[src/rtl/serial_acc_pkg.sv]
package serial_acc_pkg;

    // Operation applied to a shift register in one cycle
    typedef enum logic [1:0] {
        SH_HOLD  = 2'd0,
        SH_LOAD  = 2'd1,
        SH_SHIFT = 2'd2
    } shift_op_e;

    // Output pair of a single-bit full adder
    typedef struct packed {
        logic cout;
        logic sum;
    } fa_out_t;

    function automatic fa_out_t full_add(input logic x, input logic y, input logic cin);
        fa_out_t r;
        r.sum  = x ^ y ^ cin;
        r.cout = (x & y) | (x & cin) | (y & cin);
        return r;
    endfunction

    function automatic shift_op_e pick_op(input logic shifting, input logic load);
        if (shifting)
            return SH_SHIFT;
        else if (load)
            return SH_LOAD;
        else
            return SH_HOLD;
    endfunction

endpackage

[src/rtl/sacc_bit_adder.sv]
module sacc_bit_adder
    import serial_acc_pkg::*;
(
    input  logic    x,
    input  logic    y,
    input  logic    cin,
    output fa_out_t fo
);
    always_comb fo = full_add(x, y, cin);
endmodule

[src/rtl/sacc_shift_reg.sv]
module sacc_shift_reg
    import serial_acc_pkg::*;
#(
    parameter int W = 8
) (
    input  logic         clk,
    input  logic         rst,
    input  shift_op_e    op,
    input  logic [W-1:0] par_in,
    input  logic         top_in,
    output logic [W-1:0] q
);
    always_ff @(posedge clk) begin
        if (rst) begin
            q <= '0;
        end else begin
            case (op)
                SH_LOAD:  q <= par_in;
                SH_SHIFT: q <= {top_in, q[W-1:1]};
                default:  q <= q;
            endcase
        end
    end
endmodule

[src/rtl/sacc_ctrl.sv]
module sacc_ctrl #(
    parameter int N = 8
) (
    input  logic clk,
    input  logic rst,
    input  logic start,
    output logic accept,
    output logic busy,
    output logic done
);
    localparam int CW = $clog2(N + 1);
    localparam logic [CW-1:0] CNT_FULL = CW'(N);
    localparam logic [CW-1:0] CNT_LAST = CW'(1);

    logic [CW-1:0] cnt_q;

    assign accept = start && !busy;

    always_ff @(posedge clk) begin
        if (rst) begin
            busy  <= 1'b0;
            done  <= 1'b0;
            cnt_q <= '0;
        end else begin
            done <= 1'b0;
            if (!busy) begin
                if (start) begin
                    busy  <= 1'b1;
                    cnt_q <= CNT_FULL;
                end
            end else begin
                cnt_q <= cnt_q - CNT_LAST;
                if (cnt_q == CNT_LAST) begin
                    busy <= 1'b0;
                    done <= 1'b1;
                end
            end
        end
    end


    busy_on_start_chk: assert property (@(posedge clk) disable iff (rst)
        (start && !busy) |=> (busy && cnt_q == CNT_FULL));

    done_pulse_chk: assert property (@(posedge clk) disable iff (rst)
        done |=> !done);

    done_idle_chk: assert property (@(posedge clk) disable iff (rst)
        done |-> !busy);

    run_continues_chk: assert property (@(posedge clk) disable iff (rst)
        (busy && cnt_q != CNT_LAST) |=> (busy && cnt_q == $past(cnt_q) - CNT_LAST));
endmodule

[src/rtl/serial_acc_adder.sv]
module serial_acc_adder
    import serial_acc_pkg::*;
#(
    parameter int N = 8
) (
    input  logic         clk,
    input  logic         rst,
    input  logic         load_a,
    input  logic [N-1:0] a_in,
    input  logic         load_b,
    input  logic [N-1:0] b_in,
    input  logic         b_src,
    input  logic         ser_in,
    input  logic         start,
    output logic         busy,
    output logic         done,
    output logic [N-1:0] result,
    output logic         carry_out
);
    logic         accept;
    logic [N-1:0] acc_q;
    logic [N-1:0] addend_q;
    logic         carry_q;
    fa_out_t      fa;
    shift_op_e    acc_op;
    shift_op_e    add_op;
    logic         add_top;

    sacc_ctrl #(.N(N)) u_ctrl (
        .clk    (clk),
        .rst    (rst),
        .start  (start),
        .accept (accept),
        .busy   (busy),
        .done   (done)
    );

    sacc_bit_adder u_fa (
        .x   (acc_q[0]),
        .y   (addend_q[0]),
        .cin (carry_q),
        .fo  (fa)
    );

    always_comb begin
        acc_op  = pick_op(busy, load_a);
        add_op  = pick_op(busy, load_b);
        add_top = b_src ? ser_in : addend_q[0];
    end

    sacc_shift_reg #(.W(N)) u_acc (
        .clk    (clk),
        .rst    (rst),
        .op     (acc_op),
        .par_in (a_in),
        .top_in (fa.sum),
        .q      (acc_q)
    );

    sacc_shift_reg #(.W(N)) u_addend (
        .clk    (clk),
        .rst    (rst),
        .op     (add_op),
        .par_in (b_in),
        .top_in (add_top),
        .q      (addend_q)
    );

    always_ff @(posedge clk) begin
        if (rst)
            carry_q <= 1'b0;
        else if (accept)
            carry_q <= 1'b0;
        else if (busy)
            carry_q <= fa.cout;
    end

    assign result    = acc_q;
    assign carry_out = carry_q;


    carry_clear_chk: assert property (@(posedge clk) disable iff (rst)
        (start && !busy) |=> !carry_out);

    carry_hold_chk: assert property (@(posedge clk) disable iff (rst)
        (!busy && !start) |=> $stable(carry_out));

    acc_idle_hold_chk: assert property (@(posedge clk) disable iff (rst)
        (!busy && !load_a) |=> $stable(result));

    acc_load_chk: assert property (@(posedge clk) disable iff (rst)
        (!busy && load_a) |=> (result == $past(a_in)));
endmodule

[config.mk]
export PLATFORM = sky130hd
export DESIGN_NAME = serial_acc_adder
export DESIGN_NICKNAME = d
export VERILOG_FILES = /design/src/rtl/serial_acc_pkg.sv /design/src/rtl/sacc_bit_adder.sv /design/src/rtl/sacc_shift_reg.sv /design/src/rtl/sacc_ctrl.sv /design/src/rtl/serial_acc_adder.sv
export SDC_FILE = /design/constraint.sdc
export NUM_CORES = 1
export LEC_CHECK = 0
export BUFFER_PORTS_ARGS = -buffer_cell sky130_fd_sc_hd__buf_4
export CORE_MARGIN = 1
export CORE_UTILIZATION = 45
export CTS_CLUSTER_DIAMETER = 30
export CTS_CLUSTER_SIZE = 12
export DETAILED_ROUTE_END_ITERATION = 8
export GPL_TIMING_DRIVEN = 0
export PLACE_DENSITY = 0.83
export SLEW_MARGIN = 15
export SYNTH_ARGS = -nofsm -noshare
export SYNTH_HDL_FRONTEND = slang
export SYNTH_SLANG_ARGS = --single-unit
[constraint.sdc]
create_clock -name clk -period 1.1 [get_ports clk]
set_input_delay 0.22 -clock clk [delete_from_list [all_inputs] [get_ports clk]]
set_output_delay 0.22 -clock clk [all_outputs]
set_load 0.02 [all_outputs]
==> impl_metrics.tcl <==
set metrics [dict create \
    arrival_ps 1330 \
    crit_end "u_acc.q[7]$_SDFFE_PP0P_" \
    htreeDepth 1 \
    port_buffers 31 \
    grt_pass1_vias 820 \
    final_cell_mix "buf_4 (30), nor2_1 (21), mux2i_1 (16), mux2_4 (15), dfxtp_1 (13)" \
    nNetsFinal 170 \
    clock_latency_ps 310 \
    post-dp-hpwl_um 1670 \
    clk_pin_slew_worst_paths_ps 120 \
    wl_um 2200 \
    drt-initial-drc-count 12 \
    final_common_cell "buf_4" \
    yosys_warnings 0 \
    finalClockSkew_ps 6.46 \
    r2r_cells 3 \
    wire_per_inst_um 12.7 \
    path_cells "fa_2, mux2i_1, nor2_1" \
    cts_tree "built" \
    syn-instance-count 108 \
    fill_cells 210 \
    ys_ff_latch 23 \
    tns_ps -48.6 \
    diodes 0 \
    drv_slew 0 \
    numCtsBuffers 3 \
    drcViolationCount 0 \
    setup-violations-final 2 \
    place_congestion 0.727 \
    rows 18 \
    synth_area_um2 1190 \
    grt_use_met3_pct 2.87 \
    critPathKind "flop to flop" \
    die_w_um 53.4 \
    hold_buffers 0 \
    crit_fanout 3 \
    hold_class "primary input to flop" \
    use_met2_pct 29.6 \
    whs_ps 91.6 \
    clock.fmax_ghz 0.883 \
    maxCapViolations 0 \
    fin_cells 173 \
    cp_slowest_stage_delay_ps 460 \
    root_buffer "clkbuf_4" \
    worstMarginPinSlew_ps 449 \
    clock_path_buffers 2 \
    antenna_found_initial 0 \
    die_area_um2 2850 \
    grt_pass1_wl_um 3390 \
    initial_core_util_pct 47.9 \
    synth_nets 134 \
    io-pin-count 34 \
    slew_headroom_pct 70.1 \
    end_kind "flop" \
    syn2layout_area_growth_pct 27.6 \
    hold_viol 0 \
    grt_setup_unrepaired "yes" \
    critPathSlowestCell "fa_2" \
    use_met1_pct 19.7 \
    yosysSeqAreaShare_pct 38.8 \
    status "finished, violations left" \
    finalCriticalPeriod_ps 1130 \
    synth_top_flop_cell "dfxtp_1" \
    irDropWorstVdd_v 0.000896 \
    antenna_left 0 \
    violations "setup timing" \
    start_kind "flop" \
    grt_util_all_layers_pct 16.6 \
    grt_max_degree 13 \
    drive_above_1_share_pct 47.6 \
    post_cts_buffers 0 \
    synthArstFlopShare_pct 0 \
    synth_cell_types 25 \
    place_inst 169 \
    grt_overflow 0 \
    reg2reg_slack_ps -30 \
    fp.coreArea_um2 2480 \
    critPathLaunch "carry_out$_SDFFE_PP0P_" \
    via_per_inst 5.22 \
    leakage_nw 0.691 \
    r2r-end "u_acc.q[7]$_SDFFE_PP0P_" \
    reg2reg_from "carry_out$_SDFFE_PP0P_" \
    num_vias 903 \
    syn_avg_cell_area_um2 11.0 \
    fin_crit_sh_pct 103 \
    synth_edf_count 0 \
    cts_sinks 23 \
    firstDrtPassIters 4 \
    finalWorstSetupSlack_ps -32.1 \
    critPathRequiredTime_ps 1290 \
    powerDensity_nw_per_um2 1170 \
    busiest_layer "met2" \
    die-height_um 53.4 \
]
==> cells by family (layout without fill, tap and decap cells) <==
| logic type | Yosys count | in the layout | synth area share [%] |
|---|---|---|---|
| adder cells (fa/ha/maj) | 3 | 3 | 3.79 |
| AO/OA/AOI/OAI | 11 | 11 | 6.64 |
| multiplexers | 31 | 31 | 32.5 |
| flip-flops | 23 | 23 | 38.8 |
| AND/OR/NAND/NOR | 30 | 30 | 11.5 |
| buffers and inverters | 10 | 45 | 6.85 |
==> synthesized netlist by cell type, types with 2 or more instances <==
library cell  count  area share, %
a21oi_1           4            1.7
a311oi_1          2            1.5
clkbuf_1          2           0.63
buf_6             3            2.8
inv_1             2           0.63
nor3b_1           2            1.3
ha_1              2            2.1
mux2i_1          16             13
nor2b_1           2            1.1
nor2_1           21            6.6
a211oi_1          2            1.3
dfxtp_1          23             39
mux2_4           15             19
==> worst max-delay path, delay by kind of cell (launching register included) <==
family	cells	cell delay (ps)
adder cells (fa/ha/maj)	1	460
flip-flops	1	360
multiplexers	1	150
AND/OR/NAND/NOR	1	50
==> metal layers <==
layer | up-vias | part of all wire (%) | wire length (um)
met4 | 0 | 0.41 | 9
met2 | 32 | 50 | 1090
met5 | - | 0 | 0
met3 | 2 | 6.0 | 132
li1 | 441 | - | -
met1 | 428 | 44 | 965
==> where the power goes <==
part	total (W)	internal (W)	switching, W
Sequential	0.000944	0.000895	0.0000494
Clock	0.000383	0.000142	0.000241
Combinational	0.000443	0.000260	0.000183
==> state kept, by name, indices dropped and copies added (netlist names) <==
register      cells
u_ctrl.busy       1
u_ctrl.done       1
u_acc.q           8
carry_out         1
u_ctrl.cnt_q      4
u_addend.q        8
==> per-stage QoR <==
step / area, um2 / total power (W) / setup WS (ps) / util [%]
2_1_floorplan: 1190 / 0.00125 / -6.75 / -
3_3_place_gp: 1460 / 0.00138 / -22.7 / 58.9
3_5_place_dp: 1460 / 0.00140 / -53.9 / 58.9
4_1_cts: 1490 / 0.00178 / -50.3 / 60.3
5_1_grt: 1520 / 0.00187 / -74.1 / 61.2
6_report: 1520 / 0.00177 / -32.1 / 61.2
==> worst min path at each step <==
stage / from / end / slack, ps / cells after the start
3_5_place_dp: rst / u_ctrl.busy$_SDFF_PP0_ / 420 / 2
6_report: rst / u_ctrl.busy$_SDFF_PP0_ / 90 / 2
3_3_place_gp: rst / u_ctrl.busy$_SDFF_PP0_ / 410 / 2
4_1_cts: rst / u_addend.q[7]$_SDFFE_PP0P_ / 90 / 2
5_1_grt: rst / u_ctrl.busy$_SDFF_PP0_ / 80 / 2
2_1_floorplan: rst / u_ctrl.busy$_SDFF_PP0_ / 280 / 1
==> layout make-up <==
type	count	area (um2)	area share [%]
sequential	23	478	31.5
tap	30	37.5	2.48
multi-input combinational	75	648	42.8
timing repair buffer	31	236	15.6
inverter	2	7.51	0.495
clock buffer	4	26.3	1.73
buffer	8	81.3	5.37
==> timing repair <==
action,in CTS,in global routing
resized for setup,4,10
pin swaps,1,3
endpoints found under the setup margin,4,21
gates cloned,0,0
Note: power is estimated with default switching activity, not from simulation.
